### config.mk
export PLATFORM = sky130hd
export DESIGN_NAME = ts0_tx
export DESIGN_NICKNAME = d
export VERILOG_FILES = /design/src/rtl/ts0_pkg.sv /design/src/rtl/ts0_frame_timer.sv /design/src/rtl/ts0_word_sel.sv /design/src/rtl/ts0_shifter.sv /design/src/rtl/ts0_tx.sv
export SDC_FILE = /design/constraint.sdc
export NUM_CORES = 1
export LEC_CHECK = 0
export CAP_MARGIN = 20
export CORE_UTILIZATION = 44
export DETAILED_ROUTE_END_ITERATION = 8
export PLACE_DENSITY = 0.65
export SYNTH_ARGS = -nofsm -noshare
export SYNTH_HDL_FRONTEND = slang
export SYNTH_SLANG_ARGS = --single-unit
### constraint.sdc
create_clock -name clk -period 3.15 [get_ports clk]
set_clock_uncertainty 0.1 [all_clocks]
set_input_delay 0.63 -clock clk [delete_from_list [all_inputs] [get_ports clk]]
set_output_delay 0.63 -clock clk [all_outputs]
set_load 0.005 [all_outputs]
### src/rtl/ts0_pkg.sv
// Package: shared constants and word assembly for the timeslot 0 transmitter.
// Assumes an 8-bit timeslot and the fixed E1 word layout, bit 1 sent first.
package ts0_pkg;

    localparam int SLOT_BITS = 8;
    localparam int USER_W    = 6;

    // Bits 2..8 of the alignment word, bit 2 in the MSB position.
    localparam logic [SLOT_BITS-2:0] ALIGN_TAIL = 7'b0011011;

    // Assemble one word, bit 1 in the MSB, ready for MSB-first shifting.
    function automatic logic [SLOT_BITS-1:0] build_word(
        input logic              is_align,
        input logic              first_bit,
        input logic [USER_W-1:0] user
    );
        if (is_align)
            return {first_bit, ALIGN_TAIL};
        else
            return {first_bit, 1'b1, user};
    endfunction

endpackage

### src/rtl/ts0_frame_timer.sv
// Module: frame position counter.
// Tracks the bit position within the frame. It flags the edge that starts a
// frame (a strobe, or wrap-around once synced) and the bit periods of
// timeslot 0. Assumes SLOTS >= 2.
module ts0_frame_timer #(
    parameter int SLOTS = 32
) (
    input  logic clk,
    input  logic rst_n,
    input  logic frame_start,
    output logic frame_begin,
    output logic in_slot
);
    import ts0_pkg::*;

    localparam int FRAME_LEN = SLOTS * SLOT_BITS;
    localparam int POS_W     = $clog2(FRAME_LEN);
    localparam logic [POS_W-1:0] LAST_POS = POS_W'(FRAME_LEN - 1);
    localparam logic [POS_W-1:0] SLOT_END = POS_W'(SLOT_BITS);

    logic [POS_W-1:0] pos_q;
    logic [POS_W-1:0] pos_d;
    logic             synced_q;

    // Frame starts on a strobe, or on wrap-around once a strobe has been seen.
    assign frame_begin = frame_start | (synced_q & (pos_q == LAST_POS));

    // Next bit position: restart at zero on a frame start.
    assign pos_d = frame_begin ? '0 : pos_q + 1'b1;

    // Position, sync flag and timeslot-0 window registers.
    always_ff @(posedge clk) begin
        if (!rst_n) begin
            pos_q    <= '0;
            synced_q <= 1'b0;
            in_slot  <= 1'b0;
        end else begin
            pos_q    <= pos_d;
            synced_q <= synced_q | frame_start;
            in_slot  <= (synced_q | frame_start) && (pos_d < SLOT_END);
        end
    end

endmodule

### src/rtl/ts0_word_sel.sv
// Module: word-type alternation and word assembly.
// Flips the frame type at every frame start. It presents the word for the
// frame about to begin, built from the inputs as they are at that edge.
module ts0_word_sel (
    input  logic                         clk,
    input  logic                         rst_n,
    input  logic                         frame_begin,
    input  logic                         intl_bit,
    input  logic [ts0_pkg::USER_W-1:0]   user_bits,
    output logic                         align_q,
    output logic [ts0_pkg::SLOT_BITS-1:0] next_word
);
    import ts0_pkg::*;

    // Word for the next frame: its type is the inverse of the current one.
    assign next_word = build_word(~align_q, intl_bit, user_bits);

    // Frame-type flag, held for the whole frame.
    always_ff @(posedge clk) begin
        if (!rst_n)
            align_q <= 1'b0;
        else if (frame_begin)
            align_q <= ~align_q;
    end

endmodule

### src/rtl/ts0_shifter.sv
// Module: MSB-first serializer.
// Loads the word at a frame start and shifts it out one bit per cycle. The
// output is gated low outside timeslot 0.
module ts0_shifter (
    input  logic                          clk,
    input  logic                          rst_n,
    input  logic                          load,
    input  logic                          in_slot,
    input  logic [ts0_pkg::SLOT_BITS-1:0] word,
    output logic                          ser_out
);
    import ts0_pkg::*;

    logic [SLOT_BITS-1:0] sreg_q;

    // Shift register: load on frame start, otherwise shift toward the MSB.
    always_ff @(posedge clk) begin
        if (!rst_n)
            sreg_q <= '0;
        else if (load)
            sreg_q <= word;
        else
            sreg_q <= {sreg_q[SLOT_BITS-2:0], 1'b0};
    end

    // Serial output, only during timeslot 0.
    assign ser_out = in_slot & sreg_q[SLOT_BITS-1];

endmodule

### src/rtl/ts0_tx.sv
// Module: E1 timeslot 0 transmitter, top level.
// Sends the alignment and non-alignment words in alternate frames, with bit 1
// taken from a serial input. Assumes a one-cycle frame_start strobe on the
// bit clock.
module ts0_tx #(
    parameter int SLOTS = 32
) (
    input  logic       clk,
    input  logic       rst_n,
    input  logic       frame_start,
    input  logic       intl_bit,
    input  logic [5:0] user_bits,
    output logic       tx_data,
    output logic       align_frame
);
    import ts0_pkg::*;

    logic                 frame_begin;
    logic                 in_slot;
    logic [SLOT_BITS-1:0] next_word;

    // Bit position and timeslot 0 window.
    ts0_frame_timer #(.SLOTS(SLOTS)) u_timer (
        .clk         (clk),
        .rst_n       (rst_n),
        .frame_start (frame_start),
        .frame_begin (frame_begin),
        .in_slot     (in_slot)
    );

    // Frame type and word contents.
    ts0_word_sel u_word (
        .clk         (clk),
        .rst_n       (rst_n),
        .frame_begin (frame_begin),
        .intl_bit    (intl_bit),
        .user_bits   (user_bits),
        .align_q     (align_frame),
        .next_word   (next_word)
    );

    // Serial output.
    ts0_shifter u_shift (
        .clk     (clk),
        .rst_n   (rst_n),
        .load    (frame_begin),
        .in_slot (in_slot),
        .word    (next_word),
        .ser_out (tx_data)
    );

endmodule

==> run metrics <==
post-synthesis sequential area ratio 47.4%; largest net degree at the start of global routing 12; placement row count 15; most common cell after layout, fill and taps aside dfxtp_1; worst-case reg-to-reg path depth 6; initial antenna violation count 0; max-cap viol count 0; post-DR wirelength/cell 11.3 um; final hold vios 0; Max Root-Sink Buffers 2; static leakage 0.381 nW; Worst slew margin 71.7%; IO Pins 12; DRT Pass-1 Iters 6; Critical path buffers and inverters 1; critical path depth 1; sw frac 23.2%; Buffers on Ports 11; post-detail-place hpwl 922 um; clock root buffer master clkbuf_4; initial drt markers 16; Slew Limit Fails 0; #FFs+latches synth 19; crit path max fanout 9; RePlAce Congestion 0.702; ratio of cells with drive above 1 in the final layout 9.57%; DRC 0; Hold Crit Class reg -> reg; Arrival @ worst endpoint 1.35 ns; post-synthesis net count 94; Yosys top cell area share 47.4%; total core area 1710 um2; Area growth syn-to-layout 17.6%; ANT nets after route 0; required time worst endpoint 2.42 ns; setup ws final 1.07 ns; Distinct cells, synth 31; Cells after Synth 83; Internal 0.318 mW; # fillers 163; multi-input combinational cell area 390 um2; hold path depth 2; chip height 44.7 um; Setup Crit Path Kind reg -> out; nets 106; # resized after CTS 0; Clk pwr share 29.7%; Max VDD drop 283 uV; Area contributors post-synth dfxtp_1 47%, xor2_1 4.4%, o211a_1 3.7%; TritonCTS buffer count 3; worst slew pin tran 0.419 ns; crit-path leading delay family buffers and inverters; clock-pin slew on the worst setup and hold paths 0.11 ns; CP max stage delay 0.56 ns; drt total wl 1340 um; clk sink count 19; Initial Util 47.0%; Skew-Pair Late Insertion Delay 0.29 ns; CTS tree built; FF/Latch Area 380 um2; Die Wd 44.7 um; sequential fraction of design power 61.8%; commonest non-fill, non-tap cells in the layout 19 x dfxtp_1, 11 x clkdlybuf4s50_1, 8 x nor2_1, 7 x nand2_1; # H-tree levels 1; CP max stage cell clkdlybuf4s50_1; Cell Chain, Critical Path clkdlybuf4s50_1; f_max 480 MHz; GRT Overall Usage 14.8%; Final Core Density 55.2%; pre-CTS WS 1.15 ns; net switching power 0.0963 mW; synthesized cell area 802 um2; die area 2000 um2; Post-CTS Repair Setup Buffers 0; Mean Syn Cell Area 9.66 um2; n_diodes 0; Final Setup Violations 0; hold_buf cts 0; fin crit period 2.08 ns; vias in the first global route 511; Synth area leader dfxtp_1; Comb pwr share 8.5%; RSZ-0062 raised after global routing false; Congestion Overflow GR 0; Vias/cell 5.00; PwrDens 440 nW/um2; Yosys Warn Count 0; status finished clean; first-pass GRT wire length 2130 um; Crit. End Element output port; period utilisation layout 66.1%; setup TNS 0 ns; CP startpoint kind flop; Via Count 595
power by group through the flow:
| stage | clock network (mW) | registers, mW | logic [mW] |
|---|---|---|---|
| global route | 0.134 | 0.258 | 0.0389 |
| detailed placement | 0 | 0.262 | 0.0353 |
| CTS | 0.126 | 0.256 | 0.0354 |
| floorplan | 0 | 0.259 | 0.0219 |
| finish | 0.123 | 0.256 | 0.0351 |
| global placement | 0 | 0.262 | 0.0352 |
Yosys cell counts:
cell type  count
a21boi_1       3
a21oi_1        1
a41o_1         1
a41oi_2        1
and2_1         1
and3_1         4
and3b_1        1
and4_1         1
buf_2          1
buf_4          1
buf_6          1
clkbuf_1       1
dfxtp_1       19
ha_1           1
inv_1          1
nand2_1        7
nand2_2        2
nand3_1        4
nand3_2        1
nand3b_1       3
nand4_1        1
nor2_1         8
nor2_4         1
nor2b_1        1
nor3_1         3
o211a_1        3
o21ai_0        2
o21ai_1        1
o41ai_1        1
xnor2_1        3
xor2_1         4
sequential cells by signal, summed over array words and instances (netlist names):
register,cells
u_timer.in_slot,1
u_word.align_q,1
u_timer.synced_q,1
u_timer.pos_q,8
u_shift.sreg_q,8
kinds of logic after synthesis:
family | after synthesis | share of synthesized area, %
AND/OR/NAND/NOR | 38 | 26.1
flip-flops | 19 | 47.4
AO/OA/AOI/OAI | 13 | 13.4
XOR/XNOR | 7 | 7.64
buffers and inverters | 5 | 3.90
adder cells (fa/ha/maj) | 1 | 1.56
through the flow:
stage / instance area (um2) / hold slack [ns] / power [mW] / std cells
finish: 943 / 0.344 / 0.415 / 119
CTS: 943 / 0.346 / 0.417 / 119
global placement: 916 / 0.323 / 0.297 / 115
detailed placement: 916 / 0.325 / 0.297 / 115
global route: 943 / 0.380 / 0.431 / 119
floorplan: 802 / 0.316 / 0.281 / 83
final cells by class:
type	count	area share (%)
clock inverters	1	0.531
repair buffers	11	11.7
inverters	1	0.398
flip-flops and latches	19	40.3
clock buffers	3	2.39
well taps	25	3.32
multi-input cells	59	41.4
per-layer routing:
metal	share of wire, %	wire length (um)	track usage [%]
met3	3.2	43	3.60
met2	41	552	20.6
met4	0.97	13	7.27
met1	54	729	21.4
met5	0	0	0
final timing paths:
kind	slack, ns	endpoint	startpoint
worst max-delay path	1.07	align_frame	u_word.align_q
worst min-delay path	0.34	u_shift.sreg_q[6]	u_shift.sreg_q[5]
worst max register to register	1.28	u_word.align_q	u_timer.pos_q[0]
worst min register to register	0.34	u_shift.sreg_q[6]	u_shift.sreg_q[5]
Note: power is estimated with default switching activity, not from simulation.
